--- config.mk ---
export PLATFORM = sky130hd
export DESIGN_NAME = macro_seq_top
export DESIGN_NICKNAME = d
export VERILOG_FILES = /design/src/rtl/macro_seq_pkg.sv /design/src/rtl/seq_decode.sv /design/src/rtl/seq_branch_eval.sv /design/src/rtl/seq_ctrl.sv /design/src/rtl/macro_seq_top.sv
export SDC_FILE = /design/constraint.sdc
export NUM_CORES = 1
export LEC_CHECK = 0
export BUFFER_PORTS_ARGS = -buffer_cell sky130_fd_sc_hd__buf_2
export CAP_MARGIN = 10
export CORE_MARGIN = 3
export CORE_UTILIZATION = 40
export CTS_BUF_LIST = sky130_fd_sc_hd__clkbuf_8
export DETAILED_ROUTE_END_ITERATION = 10
export GPL_ROUTABILITY_DRIVEN = 0
export GPL_TIMING_DRIVEN = 1
export PLACE_DENSITY = 0.74
export SETUP_SLACK_MARGIN = 0.1
export SYNTH_ARGS = -nofsm -noshare
export SYNTH_HDL_FRONTEND = slang
export SYNTH_HIERARCHICAL = 1
export SYNTH_SLANG_ARGS = --single-unit
--- constraint.sdc ---
create_clock -name clk -period 2.7 [get_ports clk]
set_clock_uncertainty 0.1 [all_clocks]
set_input_delay 0.54 -clock clk [delete_from_list [all_inputs] [get_ports clk]]
set_output_delay 0.54 -clock clk [all_outputs]
set_load 0.03 [all_outputs]
--- src/rtl/macro_seq_pkg.sv ---
// Shared encoding constants and types for the macro sequencer.
// Assumes a 32-bit instruction word with the control fields laid out below.
package macro_seq_pkg;

    localparam int INSN_W    = 32;
    localparam int CLS_W     = 5;
    localparam int BR_CLASS  = 31;
    localparam int COND_BIT  = 5;
    localparam int ANNUL_BIT = 6;
    localparam int EXIT_BIT  = 7;
    localparam int OFF_LSB   = 8;
    localparam int OFF_W     = INSN_W - OFF_LSB;

    typedef enum logic [1:0] {
        ST_IDLE  = 2'd0,
        ST_FETCH = 2'd1,
        ST_EXEC  = 2'd2
    } seq_state_e;

    typedef enum logic [1:0] {
        PEND_NONE = 2'd0,
        PEND_JUMP = 2'd1,
        PEND_STOP = 2'd2
    } pend_e;

    typedef struct packed {
        logic             is_branch;
        logic             exit_flag;
        logic             annul;
        logic             cond_nz;
        logic [OFF_W-1:0] off_words;
    } insn_dec_t;

endpackage

--- src/rtl/seq_decode.sv ---
// Splits an instruction word into the control fields the sequencer needs.
// Assumes the field layout defined in macro_seq_pkg; purely combinational.
module seq_decode
    import macro_seq_pkg::*;
(
    input  logic [INSN_W-1:0] insn,
    output insn_dec_t         dec
);

    // Field extraction.
    always_comb begin
        dec.is_branch = (insn[CLS_W-1:0] == CLS_W'(BR_CLASS));
        dec.cond_nz   = insn[COND_BIT];
        dec.annul     = insn[ANNUL_BIT];
        dec.exit_flag = insn[EXIT_BIT];
        dec.off_words = insn[INSN_W-1:OFF_LSB];
    end

endmodule

--- src/rtl/seq_branch_eval.sv ---
// Decides whether a branch is taken and computes its byte target.
// Assumes the target is relative to the branch's own address, offset in words.
module seq_branch_eval
    import macro_seq_pkg::*;
#(
    parameter int PC_W = 10
) (
    input  logic               is_branch,
    input  logic               cond_nz,
    input  logic [OFF_W-1:0]   off_words,
    input  logic [INSN_W-1:0]  cond_value,
    input  logic [PC_W-1:0]    cur_pc,
    output logic               taken,
    output logic [PC_W-1:0]    target
);

    logic val_zero;

    // Condition test on the register value.
    always_comb begin
        val_zero = (cond_value == '0);
        taken    = is_branch && (cond_nz ? !val_zero : val_zero);
    end

    // Relative target: own address plus signed word offset scaled to bytes.
    always_comb begin
        target = cur_pc + PC_W'($signed({off_words, 2'b00}));
    end

endmodule

--- src/rtl/seq_ctrl.sv ---
// Fetch/execute state machine with delay-slot and exit handling.
// Assumes a synchronous memory: data for a request appears one cycle later.
module seq_ctrl
    import macro_seq_pkg::*;
#(
    parameter int PC_W = 10
) (
    input  logic              clk,
    input  logic              rst_n,
    input  logic              start,
    input  logic [PC_W-2:0]   prog_len,
    input  logic              is_branch,
    input  logic              exit_flag,
    input  logic              annul,
    input  logic              taken,
    input  logic [PC_W-1:0]   target,
    output logic [PC_W-1:0]   pc,
    output logic              imem_rd,
    output logic              exec_valid,
    output logic              exec_slot,
    output logic              busy,
    output logic              done,
    output logic              error
);

    localparam int AW = PC_W - 2;

    seq_state_e        state;
    pend_e             pend;
    logic              in_slot;
    logic [PC_W-1:0]   pend_pc;
    logic [PC_W-1:0]   pc_next;
    logic              in_range;

    // Sequential successor and program-length check.
    always_comb begin
        pc_next  = pc + PC_W'(4);
        in_range = ({1'b0, pc[PC_W-1:2]} < prog_len);
    end

    // State, program counter and pending-action register.
    always_ff @(posedge clk) begin
        if (!rst_n) begin
            state   <= ST_IDLE;
            pc      <= '0;
            in_slot <= 1'b0;
            pend    <= PEND_NONE;
            pend_pc <= '0;
            done    <= 1'b0;
            error   <= 1'b0;
        end else begin
            done  <= 1'b0;
            error <= 1'b0;
            case (state)
                ST_IDLE: begin
                    if (start) begin
                        state   <= ST_FETCH;
                        pc      <= '0;
                        in_slot <= 1'b0;
                        pend    <= PEND_NONE;
                    end
                end
                ST_FETCH: begin
                    if (in_range) begin
                        state <= ST_EXEC;
                    end else begin
                        state <= ST_IDLE;
                        error <= 1'b1;
                    end
                end
                ST_EXEC: begin
                    state <= ST_FETCH;
                    if (in_slot) begin
                        in_slot <= 1'b0;
                        pend    <= PEND_NONE;
                        if (is_branch) begin
                            state <= ST_IDLE;
                            error <= 1'b1;
                        end else if (pend == PEND_STOP) begin
                            state <= ST_IDLE;
                            done  <= 1'b1;
                        end else if (pend == PEND_JUMP) begin
                            pc <= pend_pc;
                        end else begin
                            pc <= pc_next;
                        end
                    end else if (taken) begin
                        if (annul) begin
                            pc <= target;
                        end else begin
                            pc      <= pc_next;
                            in_slot <= 1'b1;
                            pend    <= PEND_JUMP;
                            pend_pc <= target;
                        end
                    end else if (exit_flag) begin
                        pc      <= pc_next;
                        in_slot <= 1'b1;
                        pend    <= PEND_STOP;
                    end else begin
                        pc <= pc_next;
                    end
                end
                default: state <= ST_IDLE;
            endcase
        end
    end

    // Output strobes derived from state.
    always_comb begin
        busy       = (state != ST_IDLE);
        imem_rd    = (state == ST_FETCH) && in_range;
        exec_valid = (state == ST_EXEC);
        exec_slot  = (state == ST_EXEC) && in_slot;
    end

    logic [AW-1:0] unused_aw;
    // Word index width marker kept for readers of the interface.
    always_comb unused_aw = pc[PC_W-1:2];

endmodule

--- src/rtl/macro_seq_top.sv ---
// Top of the macro instruction sequencer: decode, branch evaluation, control.
// Assumes imem_rdata holds the word requested in the previous cycle.
module macro_seq_top
    import macro_seq_pkg::*;
#(
    parameter int PC_W = 10
) (
    input  logic              clk,
    input  logic              rst_n,
    input  logic              start,
    input  logic [PC_W-2:0]   prog_len,
    output logic              imem_rd,
    output logic [PC_W-3:0]   imem_addr,
    input  logic [INSN_W-1:0] imem_rdata,
    input  logic [INSN_W-1:0] cond_value,
    output logic              exec_valid,
    output logic              exec_slot,
    output logic [PC_W-1:0]   exec_pc,
    output logic [INSN_W-1:0] exec_insn,
    output logic              busy,
    output logic              done,
    output logic              error
);

    insn_dec_t       dec;
    logic            taken;
    logic [PC_W-1:0] target;
    logic [PC_W-1:0] pc;

    seq_decode u_dec (
        .insn (imem_rdata),
        .dec  (dec)
    );

    seq_branch_eval #(.PC_W(PC_W)) u_br (
        .is_branch  (dec.is_branch),
        .cond_nz    (dec.cond_nz),
        .off_words  (dec.off_words),
        .cond_value (cond_value),
        .cur_pc     (pc),
        .taken      (taken),
        .target     (target)
    );

    seq_ctrl #(.PC_W(PC_W)) u_ctrl (
        .clk        (clk),
        .rst_n      (rst_n),
        .start      (start),
        .prog_len   (prog_len),
        .is_branch  (dec.is_branch),
        .exit_flag  (dec.exit_flag),
        .annul      (dec.annul),
        .taken      (taken),
        .target     (target),
        .pc         (pc),
        .imem_rd    (imem_rd),
        .exec_valid (exec_valid),
        .exec_slot  (exec_slot),
        .busy       (busy),
        .done       (done),
        .error      (error)
    );

    // Port mapping of the program counter and the executed word.
    always_comb begin
        imem_addr = pc[PC_W-1:2];
        exec_pc   = pc;
        exec_insn = imem_rdata;
    end

endmodule

## Word-level counts from Yosys, hierarchy flattened

Cells that the tools add are included.
W data, S select, Z words.

- Bits in latches: 0
- ROM bits: 0
- Memories: 0
- Logic and storage cells: 69
- Input bits: 76
- Output and inout port bits: 56
- Bits in writable memories: 0
- Flip-flop bits (word level): 27

- Shifts and indexed selects: 0
- Reductions and logical operators: 13
- Bitwise operators: 4
- Order comparisons: 1
- Muxes and demuxes: 32
- Divide/modulo/power cells: 0
- Multiply operators: 0
- Equality and inequality tests: 10
- Add/sub/neg operators: 2

Operator list:

| operator | number |
|---|---|
| $mux W10 | 7 |
| $logic_not A32 Y1 | 1 |
| $pmux W10 S2 | 1 |
| $mux W2 | 9 |
| $reduce_and A4 Y1 | 3 |
| $mux W1 | 11 |
| $add A10 B10 Y10 | 1 |
| $add A10 B3 Y10 const B | 1 |
| $lt A8 B9 Y1 | 1 |
| $ne A3 B3 Y1 const B | 2 |
| $pmux W2 S3 | 1 |
| $eq A5 B5 Y1 const B | 1 |
| $eq A2 B1 Y1 const B | 2 |
| $eq A2 B2 Y1 const B | 2 |
| $ne A4 B2 Y1 const B | 1 |
| $ne A4 B3 Y1 const B | 1 |
| $not A1 Y1 | 4 |
| $pmux W1 S2 | 2 |
| $pmux W2 S2 | 1 |
| $reduce_bool A2 Y1 | 2 |
| $reduce_or A4 Y1 | 1 |
| $logic_and A1 B1 Y1 | 3 |
| $logic_not A2 Y1 | 1 |
| $ne A2 B2 Y1 const B | 1 |
| other kinds (2) | 2 |

## Logic depth before layout (Yosys ltp)

Gate-level depths: netlist of run 1.

- Depth after elaboration: 7
- Gate-level depth with buffers: 12

## By module

Netlist of run 1, hierarchy kept.

By module, submodules not included:

| module | times used | cells each | area each (µm²) | sequential area each (µm²) |
|---|---|---|---|---|
| seq_ctrl | 1 | 229 | 1762.9 | 540.5 |
| seq_branch_eval | 1 | 56 | 405.4 | 0.0 |
| macro_seq_top | 1 | 40 | 300.3 | 0.0 |
| seq_decode | 1 | 30 | 215.2 | 0.0 |

## Worst setup path after synthesis of run 1

No wires, ideal clock.

- Path type: in2reg
- Start: input port cond_value[24]
- End: register u_ctrl.pc[7]
- Slack: 0.106 ns
- Required time: 2.478 ns
- Data arrival time: 2.372 ns
- Buffers on the path: 1
- Stages: 10
- Setup time: 0.122 ns
- Cell sequence: nor4_1 -> nand4_1 -> or3_1 -> a21boi_1 -> nand2_1 -> clkbuf_1 -> nor3_1 -> a21oi_1 -> a32oi_1 -> o21ai_1

- Longest elaborated chain between the ends: 7

RTL lines:

| element | line | text |
|---|---|---|
| from (decl) | macro_seq_top.sv:15 | `input logic [INSN_W-1:0] cond_value,` |
| $logic_not A32 Y1 * | seq_branch_eval.sv:21 | `val_zero = (cond_value == '0);` |
| $logic_not A1 Y1 | seq_branch_eval.sv:22 | `taken = is_branch && (cond_nz ? !val_zero : val_zero);` |
| $mux W1 * | seq_branch_eval.sv:22 |  |
| $logic_and A1 B1 Y1 * | seq_branch_eval.sv:22 |  |
| named net taken | macro_seq_top.sv:26 | `logic taken;` |
| $mux W10 * | seq_ctrl.sv:87 | `end else if (taken) begin` |
| $mux W10 * | seq_ctrl.sv:73 | `if (in_slot) begin` |
| $pmux W10 S2 * | seq_ctrl.sv:54 | `case (state)` |
| to (signal assigned) | seq_ctrl.sv:85 | `pc <= pc_next;` |
| to (signal assigned) | seq_ctrl.sv:89 | `pc <= target;` |
| to (signal assigned) | seq_ctrl.sv:91 | `pc <= pc_next;` |
| to (decl) | seq_ctrl.sv:17 | `output logic [PC_W-1:0] pc,` |

Mark *: on every way through the listed nets, which the timed path passes. The rest lies on a longest branch.
A chain may end at the register's enable or synchronous reset.

## Final worst setup path of run 1

- Start: register u_ctrl.pc[4]
- End: output port imem_rd

- Longest elaborated chain between the ends: 2

RTL lines:

| element | line | text |
|---|---|---|
| from (signal assigned) | seq_ctrl.sv:83 | `pc <= pend_pc;` |
| from (signal assigned) | seq_ctrl.sv:85 |  |
| from (signal assigned) | seq_ctrl.sv:89 |  |
| $lt A8 B9 Y1 | seq_ctrl.sv:38 | `in_range = ({1'b0, pc[PC_W-1:2]} < prog_len);` |
| $logic_and A1 B1 Y1 | seq_ctrl.sv:112 | `imem_rd = (state == ST_FETCH) && in_range;` |
| to (decl) | macro_seq_top.sv:12 | `output logic imem_rd,` |

No other way between the ends.

==> results of run 1 <==
==> worst paths after layout <==
check | end | slack, ps
worst max-delay path | imem_rd | 230
worst max register to register | u_ctrl/pc[8] | 300
worst min-delay path | u_ctrl/pend_pc[5] | 360
worst min register to register | u_ctrl/pend_pc[5] | 360
==> per-layer routing <==
layer / share of wire / track usage
met1: 0.44 / 0.216
met2: 0.51 / 0.285
met3: 0.046 / 0.0240
met4: 0.010 / 0.0446
met5: 0 / 0
==> flip-flops by register name (all words and copies together) (netlist names) <==
| register | cells |
|---|---|
| u_ctrl/done | 1 |
| u_ctrl/error | 1 |
| u_ctrl/in_slot | 1 |
| u_ctrl/pc | 10 |
| u_ctrl/pend | 2 |
| u_ctrl/pend_pc | 10 |
| u_ctrl/state | 2 |
==> power by group <==
group	switching, mW	internal [mW]	total, mW
clock network	0.133	0.105	0.237
logic	0.141	0.0938	0.235
registers	0.00392	0.402	0.406
==> placed cells by master, fill, tap and decap left out, types with 10 or more instances in the layout <==
master	count
ha_1	19
nand2_1	38
nor2_1	21
nand3_1	14
a21oi_1	13
buf_2	98
buf_4	17
a21boi_1	18
dfxtp_1	26
inv_1	21
o21ai_0	10
==> final cells by class <==
cell class / instances / area share
Tap cell: 75 / 0.0325
Sequential cell: 27 / 0.188
Timing Repair Buffer: 116 / 0.218
Multi-Input combinational cell: 224 / 0.516
Inverter: 22 / 0.0286
Clock inverter: 1 / 0.00260
Clock buffer: 3 / 0.0143
==> worst max-delay path, stage by stage (launching register included) <==
cell and delay, ps:
dfxtp_2 360, buf_4 160, ha_1 300, a21oi_1 110, o21ai_0 100, a21oi_1 210
and2_4 190, buf_6 120
==> timing repair <==
item                       4_1_cts  5_1_grt
setup endpoints to repair        1        3
hold buffers                     0        0
gates resized for setup          1        7
buffers inserted                 1        1
pin swaps                        1        2
==> impl_metrics.py, run 1 <==
metrics = {
    "global_route": {
        "grt_use_total": 0.166,
        "grt_max_degree": 33,
        "antenna_found_initial": 0,
        "grt.overflow.total": 0,
        "grt_pass1_vias": 2192,
        "grt_pass1_wl_um": 10100,
    },
    "floorplan": {
        "die_h_um": 86.1,
        "initial_core_util": 0.423,
        "rows": 28,
        "die-area_um2": 7410,
        "die_width_um": 86.1,
        "core_area_um2": 6060,
        "pin_count": 132,
    },
    "timing": {
        "finalCriticalPeriod_ps": 2470,
        "relSlewSlack": 0.576,
        "rsz0062_at_grt": "yes",
        "setup_tns_ps": 0,
        "worst_hold_slack_ps": 358,
        "finalSetupViolations": 0,
        "setup_ws_ps": 231,
        "slew_viol_final": 0,
        "max_freq_ghz": 0.405,
        "finalHoldViolCount": 0,
        "worstMarginPinSlew_ps": 636,
        "finalCritPeriodShare": 0.914,
    },
    "clock_network": {
        "h-tree-depth": 1,
        "cts_tree": "built",
        "cts_root_buf": "clkbuf_8",
        "clk_latency_ps": 270,
        "cts_made_buffers": 3,
        "clk_transition_reported_paths_ps": 100,
        "cts.sinks": 27,
        "clockBufferDepth": 2,
    },
    "placement": {
        "dpl_cell_area_um2": 2800,
        "io_buffers": 99,
        "dp.cells": 462,
        "dp_slack_ps": 1.11,
        "hpwl_um": 5040,
    },
    "detailed_routing": {
        "ant_nets": 0,
        "vias": 2369,
        "drc": 0,
        "viasPerCell": 5.06,
        "firstDrtPassIters": 4,
        "wirelength_um": 6300,
        "wl_per_cell_um": 13.5,
        "drtIter0Drc": 138,
    },
    "setup_path": {
        "cp_max_fo": 6,
        "rr_worst_depth": 12,
        "rr_startpoint": "u_ctrl/pc[2]",
        "worst_ep_arrival_time_ps": 1830,
        "crit_path_start_kind": "flop",
        "endpoint_kind": "output port",
        "worstSetupPathType": "flop to output port",
        "worstPathRequired_ps": 2060,
        "crit_start": "u_ctrl/pc[4]",
    },
    "layout": {
        "fin_cells": 468,
        "seq_area_um2": 542,
        "diodes": 0,
        "final_core_util": 0.476,
        "multiInputGateArea_um2": 1490,
        "layout-drive-gt1-share": 0.328,
        "finalInstanceArea_um2": 2880,
        "nFillCells": 613,
        "fin_nets": 490,
        "area_delta_synth_final_pct": 12.5,
    },
    "power": {
        "vdd_drop_max_mv": 0.215,
        "power_mw": 0.878,
        "p_leak_nw": 1.37,
        "power_density_nw_per_um2": 304,
    },
    "worst_hold_path": {
        "hold_path_depth": 2,
        "hold_class": "flop to flop",
        "hp-start": "u_ctrl/pend_pc[5]",
    },
    "status": {
        "outcome": "finished, final reports clean",
    },
    "synth": {
        "yosys_warnings": 6,
        "synthesis.area_um2": 2560,
        "syn_nets": 435,
        "syn_inst": 339,
        "syn_area_per_cell_um2": 7.56,
    },
    "job": {
        "maxCapViolations": 0,
    },
}
Note: power is estimated with default switching activity, not from simulation.
==> run 2, diff against run 1 <==
==> constraint.sdc (replaced) <==
create_clock -name clk -period 2 [get_ports clk]
set_clock_uncertainty 0.1 [all_clocks]
set_input_delay 0.4 -clock clk [delete_from_list [all_inputs] [get_ports clk]]
set_output_delay 0.4 -clock clk [all_outputs]
set_load 0.03 [all_outputs]
==> run 2 against run 1 <==
Effect of this change: the flow now finishes with violations (negative setup slack); final area rose by 30%; cell count rose by 9.8%; flip-flop and latch count unchanged; critical path depth increased by 5; clock power grew 37%; via count is 14% higher; critical path type is now input port to flop; largest cell class unchanged.
==> impl_metrics.py, run 2 (synthesis gave the netlist of run 1 again) <==
metrics = {
    "timing": {
        "max_freq_ghz": 0.446,
        "relSlewSlack": 0.758,
        "finalCritPeriodShare": 1.12,
        "finalSetupViolations": 23,
        "worstMarginPinSlew_ps": 360,
        "setup_ws_ps": -243,
        "finalHoldViolCount": 0,
        "finalCriticalPeriod_ps": 2240,
        "slew_viol_final": 0,
        "rsz0062_at_grt": "yes",
        "worst_hold_slack_ps": 376,
    },
    "layout": {
        "diodes": 0,
        "fin_nets": 536,
        "finalInstanceArea_um2": 3740,
        "nFillCells": 493,
        "final_cell_mix": "buf_2 (90), buf_4 (52), nand2_1 (26)",
        "layout-drive-gt1-share": 0.565,
        "top_regs": "u_ctrl/pc x10, u_ctrl/pend_pc x10",
        "area_delta_synth_final_pct": 45.7,
        "layout_commonest_cell": "buf_2",
    },
    "detailed_routing": {
        "firstDrtPassIters": 4,
        "viasPerCell": 5.28,
        "drc": 0,
        "wl_per_cell_um": 15.1,
        "vias": 2712,
        "drtIter0Drc": 173,
        "wirelength_um": 7780,
        "ant_nets": 0,
    },
    "placement": {
        "io_buffers": 99,
        "hpwl_um": 5500,
        "dpl_cell_area_um2": 3070,
    },
    "global_route": {
        "grt_max_degree": 24,
        "antenna_found_initial": 0,
        "grt.overflow.total": 0,
        "grt_use_total": 0.197,
        "grt_pass1_wl_um": 12000,
        "grt_pass1_vias": 2624,
    },
    "power": {
        "pwr-share-clk": 0.250,
        "swShare": 0.325,
        "power_density_nw_per_um2": 347,
        "p_comb_frac": 0.329,
        "p_leak_nw": 1.69,
        "power_mw": 1.30,
        "seqPwrFrac": 0.421,
        "intPower_mw": 0.874,
        "vdd_drop_max_mv": 0.354,
        "net-switching-power_mw": 0.421,
    },
    "floorplan": {
        "rows": 28,
        "die_h_um": 86.1,
        "die_width_um": 86.1,
        "pin_count": 132,
        "core_area_um2": 6060,
        "die-area_um2": 7410,
        "initial_core_util": 0.423,
    },
    "setup_path": {
        "crit_path_start_kind": "input port",
        "worstSetupPathType": "input port to flop",
        "cp_max_fo": 5,
        "endpoint_kind": "flop",
        "worstPathRequired_ps": 2080,
        "worst_ep_arrival_time_ps": 2320,
    },
    "worst_hold_path": {
        "hold_class": "flop to flop",
    },
    "clock_network": {
        "cts_made_buffers": 3,
        "cts.sinks": 27,
        "h-tree-depth": 1,
        "cts_root_buf": "clkbuf_8",
        "holdBufCountCts": 0,
        "clk_latency_ps": 280,
        "cts_tree": "built",
        "clockBufferDepth": 2,
        "clk_transition_reported_paths_ps": 110,
    },
    "status": {
        "violations": "negative setup slack",
        "outcome": "complete, but fails checks",
    },
    "job": {
        "maxCapViolations": 0,
    },
}
run 2: cell count changes in the layout (fill, tap and decap cells not counted), moves of 5 or more:
cell / delta
ha_1: -11
ha_4: +8
buf_4: +35
dfxtp_2: +6
a21oi_1: -5
buf_2: -8
dfxtp_1: -8
nand2_1: -12
nand2_2: +11
nor2_1: -5
o21ai_0: -5
buf_6: +18
nor4_1: -5
run 2: worst paths after layout:
| path | startpoint | endpoint | slack, ps | depth (start not counted) |
|---|---|---|---|---|
| worst min-delay path | u_ctrl/pend_pc[2] | u_ctrl/pend_pc[2] | 380 | 2 |
| worst max-delay path | cond_value[17] | u_ctrl/pc[7] | -240 | 12 |
| worst min register to register | u_ctrl/pend_pc[2] | u_ctrl/pend_pc[2] | 380 | 2 |
| worst max register to register | u_ctrl/pc[4] | u_ctrl/pc[9] | -200 | 9 |
run 2: critical path, cell delays in order:
cell	delay [ps]
buf_6	90
nor4_2	250
nand4_1	150
or3_4	420
a21boi_4	220
nand2_4	100
buf_4	150
buf_6	110
nor3_2	80
a21oi_1	70
a32oi_1	190
o21ai_1	70
run 2: per-stage QoR:
stage	util	std cells	worst slack (ps)	TNS, ps
2_1_floorplan	-	339	-269	-3500
3_3_place_gp	0.507	490	-448	-8820
3_5_place_dp	0.507	490	-499	-9630
4_1_cts	0.581	508	-150	-1960
5_1_grt	0.616	514	-362	-6160
6_report	0.616	514	-243	-3440
run 2: area by class of cell:
type	count	area, um2	area share
Multi-Input combinational cell	225	1900	0.509
Timing Repair Buffer	161	1050	0.282
Sequential cell	27	557	0.149
Tap cell	75	93.8	0.0251
Inverter	22	82.6	0.0221
Clock buffer	3	41.3	0.0111
Clock inverter	1	6.26	0.00167
run 2: routing by layer:
metal	vias up	global-route usage	share of wire
met5	-	0	0
met4	0	0.0446	0.0089
met2	67	0.363	0.55
met1	1304	0.232	0.39
met3	10	0.0394	0.044
li1	1331	-	-
run 2: repair_timing:
action	in CTS	in global routing
gates cloned	1	0
hold endpoints to repair	0	0
resized for setup	65	39
pin swaps	35	45
setup endpoints to repair	25	27
setup buffers	13	7
run 2: power groups by stage:
stage / sequential [mW] / clock, mW / combinational (mW)
after global placement: 0.558 / 0 / 0.344
after detailed placement: 0.558 / 0 / 0.350
after CTS: 0.545 / 0.326 / 0.403
final: 0.545 / 0.324 / 0.426
after floorplan: 0.561 / 0 / 0.285
after global routing: 0.546 / 0.355 / 0.461
